$ cat src/rtl/acc_cpu_pkg.sv
`timescale 1ns/1ps
package acc_cpu_pkg;

  localparam int OP_W = 3;

  typedef enum logic [OP_W-1:0] {
    OP_HALT  = 3'b000,
    OP_LOAD  = 3'b001,
    OP_STORE = 3'b010,
    OP_ADD   = 3'b011,
    OP_SUB   = 3'b100,
    OP_EQ    = 3'b101,
    OP_JUMP  = 3'b110,
    OP_RSVD  = 3'b111
  } opcode_e;

endpackage

$ cat src/rtl/acc_cpu_mem.sv
`timescale 1ns/1ps
module acc_cpu_mem #(
  parameter int ADDR_W = 4,
  parameter int DATA_W = 8
) (
  input  logic              clk,
  input  logic              rst_n,
  input  logic              hold,
  input  logic              ld_we,
  input  logic [ADDR_W-1:0] ld_addr,
  input  logic [DATA_W-1:0] ld_data,
  input  logic              st_we,
  input  logic [ADDR_W-1:0] st_addr,
  input  logic [DATA_W-1:0] st_data,
  input  logic [ADDR_W-1:0] fetch_addr,
  output logic [DATA_W-1:0] fetch_data,
  input  logic [ADDR_W-1:0] opnd_addr,
  output logic [DATA_W-1:0] opnd_data,
  input  logic [ADDR_W-1:0] dbg_addr,
  output logic [DATA_W-1:0] dbg_data
);

  localparam int DEPTH = 1 << ADDR_W;

  logic [DATA_W-1:0] cell_q [DEPTH];
  logic              wr_en;
  logic [ADDR_W-1:0] wr_addr;
  logic [DATA_W-1:0] wr_data;
  logic [DEPTH-1:0]  wr_hit;

  // Loader owns the write port while the core is parked, the core otherwise.
  always_comb begin
    if (hold) begin
      wr_en   = ld_we;
      wr_addr = ld_addr;
      wr_data = ld_data;
    end else begin
      wr_en   = st_we;
      wr_addr = st_addr;
      wr_data = st_data;
    end
  end

  for (genvar g = 0; g < DEPTH; g++) begin : g_dec
    assign wr_hit[g] = wr_en && (wr_addr == ADDR_W'(g));
  end

  always_ff @(posedge clk or negedge rst_n) begin
    if (!rst_n) begin
      for (int i = 0; i < DEPTH; i++) cell_q[i] <= '0;
    end else begin
      for (int i = 0; i < DEPTH; i++) begin
        if (wr_hit[i]) cell_q[i] <= wr_data;
      end
    end
  end

  assign fetch_data = cell_q[fetch_addr];
  assign opnd_data  = cell_q[opnd_addr];
  assign dbg_data   = cell_q[dbg_addr];


  store_lands_chk: assert property (@(posedge clk) disable iff (!rst_n)
    (st_we && !hold) |=> (cell_q[$past(st_addr)] == $past(st_data)));


  load_lands_chk: assert property (@(posedge clk) disable iff (!rst_n)
    (hold && ld_we) |=> (cell_q[$past(ld_addr)] == $past(ld_data)));

endmodule

$ cat src/rtl/acc_cpu_decode.sv
`timescale 1ns/1ps
module acc_cpu_decode
  import acc_cpu_pkg::*;
#(
  parameter int ADDR_W = 4,
  parameter int DATA_W = 8
) (
  input  logic [DATA_W-1:0] instr,
  input  logic [DATA_W-1:0] opnd_data,
  output opcode_e           op,
  output logic [ADDR_W-1:0] field,
  output logic [DATA_W-1:0] opnd_val,
  output logic [ADDR_W-1:0] jump_tgt
);

  logic imm;

  assign op    = opcode_e'(instr[DATA_W-1 -: OP_W]);
  assign imm   = instr[ADDR_W];
  assign field = instr[ADDR_W-1:0];

  always_comb begin
    if (imm) begin
      opnd_val = {{(DATA_W-ADDR_W){1'b0}}, field};
      jump_tgt = field;
    end else begin
      opnd_val = opnd_data;
      jump_tgt = opnd_data[ADDR_W-1:0];
    end
  end

endmodule

$ cat src/rtl/acc_cpu_ctrl.sv
`timescale 1ns/1ps
module acc_cpu_ctrl
  import acc_cpu_pkg::*;
#(
  parameter int ADDR_W = 4,
  parameter int DATA_W = 8
) (
  input  logic              clk,
  input  logic              rst_n,
  input  logic              hold,
  input  opcode_e           op,
  input  logic [DATA_W-1:0] opnd_val,
  input  logic [ADDR_W-1:0] jump_tgt,
  output logic [ADDR_W-1:0] pc,
  output logic [DATA_W-1:0] acc,
  output logic              halted,
  output logic              st_we
);

  logic [ADDR_W-1:0] pc_q, pc_d, pc_inc;
  logic [DATA_W-1:0] acc_q, acc_d;
  logic              halted_q, halted_d;
  logic              run_en;
  logic              is_match;

  assign run_en   = !hold && !halted_q;
  assign pc_inc   = pc_q + 1'b1;
  assign is_match = (acc_q == opnd_val);

  always_comb begin
    pc_d     = pc_inc;
    acc_d    = acc_q;
    halted_d = halted_q;
    st_we    = 1'b0;
    unique case (op)
      OP_HALT: begin
        pc_d     = pc_q;
        halted_d = 1'b1;
      end
      OP_LOAD:  acc_d = opnd_val;
      OP_STORE: st_we = run_en;
      OP_ADD:   acc_d = acc_q + opnd_val;
      OP_SUB:   acc_d = acc_q - opnd_val;
      OP_EQ:    if (is_match) pc_d = pc_q + ADDR_W'(2);
      OP_JUMP:  pc_d = jump_tgt;
      OP_RSVD:  pc_d = pc_inc;
      default:  pc_d = pc_inc;
    endcase
  end

  always_ff @(posedge clk or negedge rst_n) begin
    if (!rst_n) begin
      pc_q     <= '0;
      acc_q    <= '0;
      halted_q <= 1'b0;
    end else if (hold) begin
      pc_q     <= '0;
      acc_q    <= '0;
      halted_q <= 1'b0;
    end else if (run_en) begin
      pc_q     <= pc_d;
      acc_q    <= acc_d;
      halted_q <= halted_d;
    end
  end

  assign pc     = pc_q;
  assign acc    = acc_q;
  assign halted = halted_q;


  halt_sticky_chk: assert property (@(posedge clk) disable iff (!rst_n)
    (halted_q && !hold) |=> (halted_q && $stable(pc_q) && $stable(acc_q)));


  hold_park_chk: assert property (@(posedge clk) disable iff (!rst_n)
    hold |=> (pc_q == '0 && acc_q == '0 && !halted_q));


  eq_skip_chk: assert property (@(posedge clk) disable iff (!rst_n)
    (run_en && op == OP_EQ && acc_q == opnd_val) |=> (pc_q == $past(pc_q) + ADDR_W'(2)));


  rsvd_step_chk: assert property (@(posedge clk) disable iff (!rst_n)
    (run_en && op == OP_RSVD) |=> (pc_q == $past(pc_q) + 1'b1 && $stable(acc_q)));


  jump_tgt_chk: assert property (@(posedge clk) disable iff (!rst_n)
    (run_en && op == OP_JUMP) |=> (pc_q == $past(jump_tgt)));

endmodule

$ cat src/rtl/acc_cpu_core.sv
`timescale 1ns/1ps
module acc_cpu_core
  import acc_cpu_pkg::*;
#(
  parameter int ADDR_W = 4,
  parameter int DATA_W = 8
) (
  input  logic              clk,
  input  logic              rst_n,
  input  logic              hold,
  input  logic              ld_we,
  input  logic [ADDR_W-1:0] ld_addr,
  input  logic [DATA_W-1:0] ld_data,
  input  logic [ADDR_W-1:0] dbg_addr,
  output logic [DATA_W-1:0] dbg_data,
  output logic              halted
);

  logic [1:0]        rst_sync_q;
  logic              core_rst_n;
  logic [ADDR_W-1:0] pc;
  logic [DATA_W-1:0] acc;
  logic [DATA_W-1:0] instr;
  logic [DATA_W-1:0] opnd_data;
  logic [DATA_W-1:0] opnd_val;
  logic [ADDR_W-1:0] field;
  logic [ADDR_W-1:0] jump_tgt;
  logic              st_we;
  opcode_e           op;

  // Asynchronous assertion, synchronous release.
  always_ff @(posedge clk or negedge rst_n) begin
    if (!rst_n) rst_sync_q <= 2'b00;
    else        rst_sync_q <= {rst_sync_q[0], 1'b1};
  end
  assign core_rst_n = rst_sync_q[1];

  acc_cpu_mem #(.ADDR_W(ADDR_W), .DATA_W(DATA_W)) u_mem (
    .clk        (clk),
    .rst_n      (core_rst_n),
    .hold       (hold),
    .ld_we      (ld_we),
    .ld_addr    (ld_addr),
    .ld_data    (ld_data),
    .st_we      (st_we),
    .st_addr    (field),
    .st_data    (acc),
    .fetch_addr (pc),
    .fetch_data (instr),
    .opnd_addr  (field),
    .opnd_data  (opnd_data),
    .dbg_addr   (dbg_addr),
    .dbg_data   (dbg_data)
  );

  acc_cpu_decode #(.ADDR_W(ADDR_W), .DATA_W(DATA_W)) u_dec (
    .instr     (instr),
    .opnd_data (opnd_data),
    .op        (op),
    .field     (field),
    .opnd_val  (opnd_val),
    .jump_tgt  (jump_tgt)
  );

  acc_cpu_ctrl #(.ADDR_W(ADDR_W), .DATA_W(DATA_W)) u_ctrl (
    .clk      (clk),
    .rst_n    (core_rst_n),
    .hold     (hold),
    .op       (op),
    .opnd_val (opnd_val),
    .jump_tgt (jump_tgt),
    .pc       (pc),
    .acc      (acc),
    .halted   (halted),
    .st_we    (st_we)
  );


  reset_clear_chk: assert property (@(posedge clk)
    (!rst_n) |-> (!halted && dbg_data == '0));

endmodule

$ cat config.mk
export PLATFORM = sky130hd
export DESIGN_NAME = acc_cpu_core
export DESIGN_NICKNAME = d
export VERILOG_FILES = /design/src/rtl/acc_cpu_pkg.sv /design/src/rtl/acc_cpu_mem.sv /design/src/rtl/acc_cpu_decode.sv /design/src/rtl/acc_cpu_ctrl.sv /design/src/rtl/acc_cpu_core.sv
export SDC_FILE = /design/constraint.sdc
export NUM_CORES = 1
export LEC_CHECK = 0
export ABC_AREA = 1
export BUFFER_PORTS_ARGS = -buffer_cell sky130_fd_sc_hd__clkbuf_2
export CAP_MARGIN = 20
export CORE_MARGIN = 2
export CORE_UTILIZATION = 60
export CTS_CLUSTER_DIAMETER = 40
export DETAILED_ROUTE_END_ITERATION = 6
export PLACE_DENSITY = 0.79
export RECOVER_POWER = 100
export SETUP_SLACK_MARGIN = 0.3
export SYNTH_ARGS = -nofsm -noshare
export SYNTH_HDL_FRONTEND = slang
export SYNTH_SLANG_ARGS = --single-unit
$ cat constraint.sdc
create_clock -name clk -period 6.95 [get_ports clk]
set_clock_uncertainty 0.05 [all_clocks]
set_input_delay 0 -clock clk [delete_from_list [all_inputs] [get_ports clk]]
set_output_delay 0 -clock clk [all_outputs]
set_load 0.005 [all_outputs]
==> impl_metrics.toml <==
[run_status]
status = "finished, violations left"
violations = "capacitance limit, slew limit"

[setup_path]
crit_path_start_kind = "flop"
critPathBufInv = 1
cp_max_fo = 114
max_stage_delay_ps = 1000
crit_required_ps = 7270
path_class = "reg2reg"
cp.arrival_ps = 6260
cp_cell_sequence = "inv_1, nand2_1, nand3_1, nand3_1, nand3_1, nand2_4, a21oi_1, o21ai_0, nand3_1, nand2_1, nand2_1, o211ai_1, ha_1, fa_1, o31ai_1, nand2_1, nand2_1, a21oi_1, xor2_1, o221ai_1, nand2_1, nand2_1"
cp-end-kind = "flop"
cp.depth = 22
slowest_stage = "inv_1"
cp_top_family = "simple AND/OR/NAND/NOR gates"
crit_top_cell = "nand2_1"
r2r_cells = 22

[yosys]
synth_cells = 1526
yosysUniqueCellTypes = 44
synthArstFlopShare_pct = 100
avgSynthCellArea_um2 = 6.74
synth_seq_cells = 143
synth_ff_type = "dfrtp_1"
seq_area_frac_synth_pct = 34.8
synth_nets = 1566
yosys_warnings = 0
syn_area_um2 = 10300
synth-edff-count = 0

[global_routing]
grtUsageMet1_pct = 52.7
grt-busiest-layer = "met2"
antenna_found_initial = 0
grt-ovfl-total = 0
grt_usage_pct = 38.2
grt_pass1_vias = 9885
grt_max_degree = 115
use_met2_pct = 56.7
use_met3_pct = 8.86
grt_pass1_wl_mm = 54.0

[place]
portBuffers = 28
hpwl_mm = 22.6
routabilityCongestion = 0.978
dpl_cell_area_um2 = 10200

[routing]
wl_per_cell_um = 19.9
drc = 0
ant_nets = 0
num_vias = 10900
drtIter0Drc = 1549
finalWirelength_mm = 34.3
viasPerCell = 6.33
dr.pass1.iters = 7

[sta]
fin_crit_ps = 5940
rsz0062_at_grt = "no"
post-route-period-util_pct = 85.5
report.final.hold_viol_count = 0
slew_headroom_pct = -98.1
tns_ps = 0
tightest_slew_ps = 2970
fmax_ghz = 0.168
finalSetupViolations = 0
timing.final.max_slew_violations = 203

[floorplan]
initial_utilization_pct = 61.6
dieArea_um2 = 18200
dieWidth_um = 135
die_h_um = 135
io_pins = 29
rows = 47
core_um2 = 16700

[flow_run]
drv_cap = 3

[cells_and_area]
final_common_cell = "nand2_1"
fin_util_pct = 64.9
stdcell_area_um2 = 10800
nets = 1533
syn_to_final_growth_pct = 5.35
layout-drive-gt1-share_pct = 6.64
antenna_cells = 0
final_cell_mix = "nand2_1 (387), o21ai_0 (242), inv_1 (169)"

[clocking]
root_buffer = "clkbuf_16"
insertion_delay_ps = 430
numCtsBuffers = 17
cts_tree = "yes"
clk_path_buf_depth = 2
cts.sinks = 143
clk_pin_slew_ps = 70
h-tree-depth = 4

[power]
power.density_nw_per_um2 = 586
vdd_ir_drop_max_uv = 378
leakage_nw = 5.12

[worst_hold_path]
hold_depth = 3
hp-class = "in2reg"
metal layers:
layer  share of wire (%)  vias up
li1                    -     5014
met1                  39     5014
met2                  44      772
met3                  12      126
met4                 4.0        0
met5                   0        -
cells by family after synthesis:
kind of cell | Yosys count | share of synthesized area [%]
AND/OR/NAND/NOR | 584 | 23.9
AO/OA/AOI/OAI | 499 | 26.2
flip-flops | 143 | 34.8
other | 1 | 0.0364
buffers and inverters | 276 | 12.2
XOR/XNOR | 3 | 0.255
adder cells (fa/ha/maj) | 20 | 2.58
sequential cells by signal (all words and copies together), names as in the netlist:
signal,count
u_ctrl.halted,1
u_ctrl.acc,8
u_mem.cell_q,128
rst_sync_q,2
u_ctrl.pc,4
path summary, 6_finish.rpt:
| kind | startpoint | endpoint | slack [ps] |
|---|---|---|---|
| setup / recovery | u_ctrl.pc[0] | u_ctrl.acc[6] | 1010 |
| hold / removal | hold | u_mem.cell_q[68] | 70 |
| setup reg to reg | u_ctrl.pc[0] | u_ctrl.acc[6] | 1010 |
| hold reg to reg | rst_sync_q[0] | rst_sync_q[1] | 300 |
| max in group asynchronous | rst_sync_q[1] | u_mem.cell_q[77] | 2610 |
| min in group asynchronous | rst_n | rst_sync_q[0] | 370 |
repair_timing:
action	CTS	global route
setup buffers	0	0
resized for setup	0	0
hold endpoints to repair	7	0
hold buffers	5	0
synthesized netlist by cell type, types with 2 or more instances:
cell	n	area [um2]
o311ai_0	2	17.5
o211ai_1	27	203
o21ai_2	2	17.5
fa_1	2	40.0
ha_1	18	225
nand3_4	2	35.0
o21ai_1	63	315
a31oi_1	5	31.3
nor3_2	2	20.0
inv_1	153	574
nor2_1	55	206
buf_6	16	180
buf_1	4	15.0
nand4_1	3	18.8
xor2_1	2	17.5
o221ai_1	17	149
buf_2	26	130
o22ai_1	4	25.0
nand2_2	9	56.3
clkbuf_1	33	124
inv_2	24	90.1
dfrtp_1	143	3580
nand3_2	3	30.0
buf_4	18	135
o21ai_0	215	1080
o31ai_1	2	15.0
nand2_1	383	1440
nand3_1	117	586
nor2_2	2	12.5
or2_2	4	25.0
a21oi_1	157	786
through the flow:
stage          hold WS, ps  total power [mW]  setup WS (ps)  std cells
5_1_grt                113              6.84            554       1726
3_5_place_dp          -261              5.26           1760       1689
2_1_floorplan         -346              4.43           2620       1526
6_report              65.0              6.35           1010       1726
3_3_place_gp          -264              5.19           1800       1689
4_1_cts               64.0              6.24           1750       1726
cell type report:
class                      count  area (um2)
sequential                   143        3580
clock inverter                14         181
fill                        1561        5860
clock buffer                  18         429
timing repair buffer          45         272
multi-input combinational   1107        5430
tap                          220         275
inverter                     179         673
tightest hold or removal path: cells and delay by family:
family / cells / cell delay, ps
compound gates: 1 / 70
buf+inv: 1 / 270
simple gates: 1 / 160
power by group:
group | switching (mW) | internal (mW) | total (mW) | leakage, nW
Sequential | 0.319 | 1.23 | 1.55 | 1.73
Clock | 0.400 | 0.572 | 0.972 | 0.296
Combinational | 2.66 | 1.17 | 3.83 | 3.09
Total | 3.38 | 2.97 | 6.35 | 5.12
No activity file was read; power rests on OpenSTA's default activity.
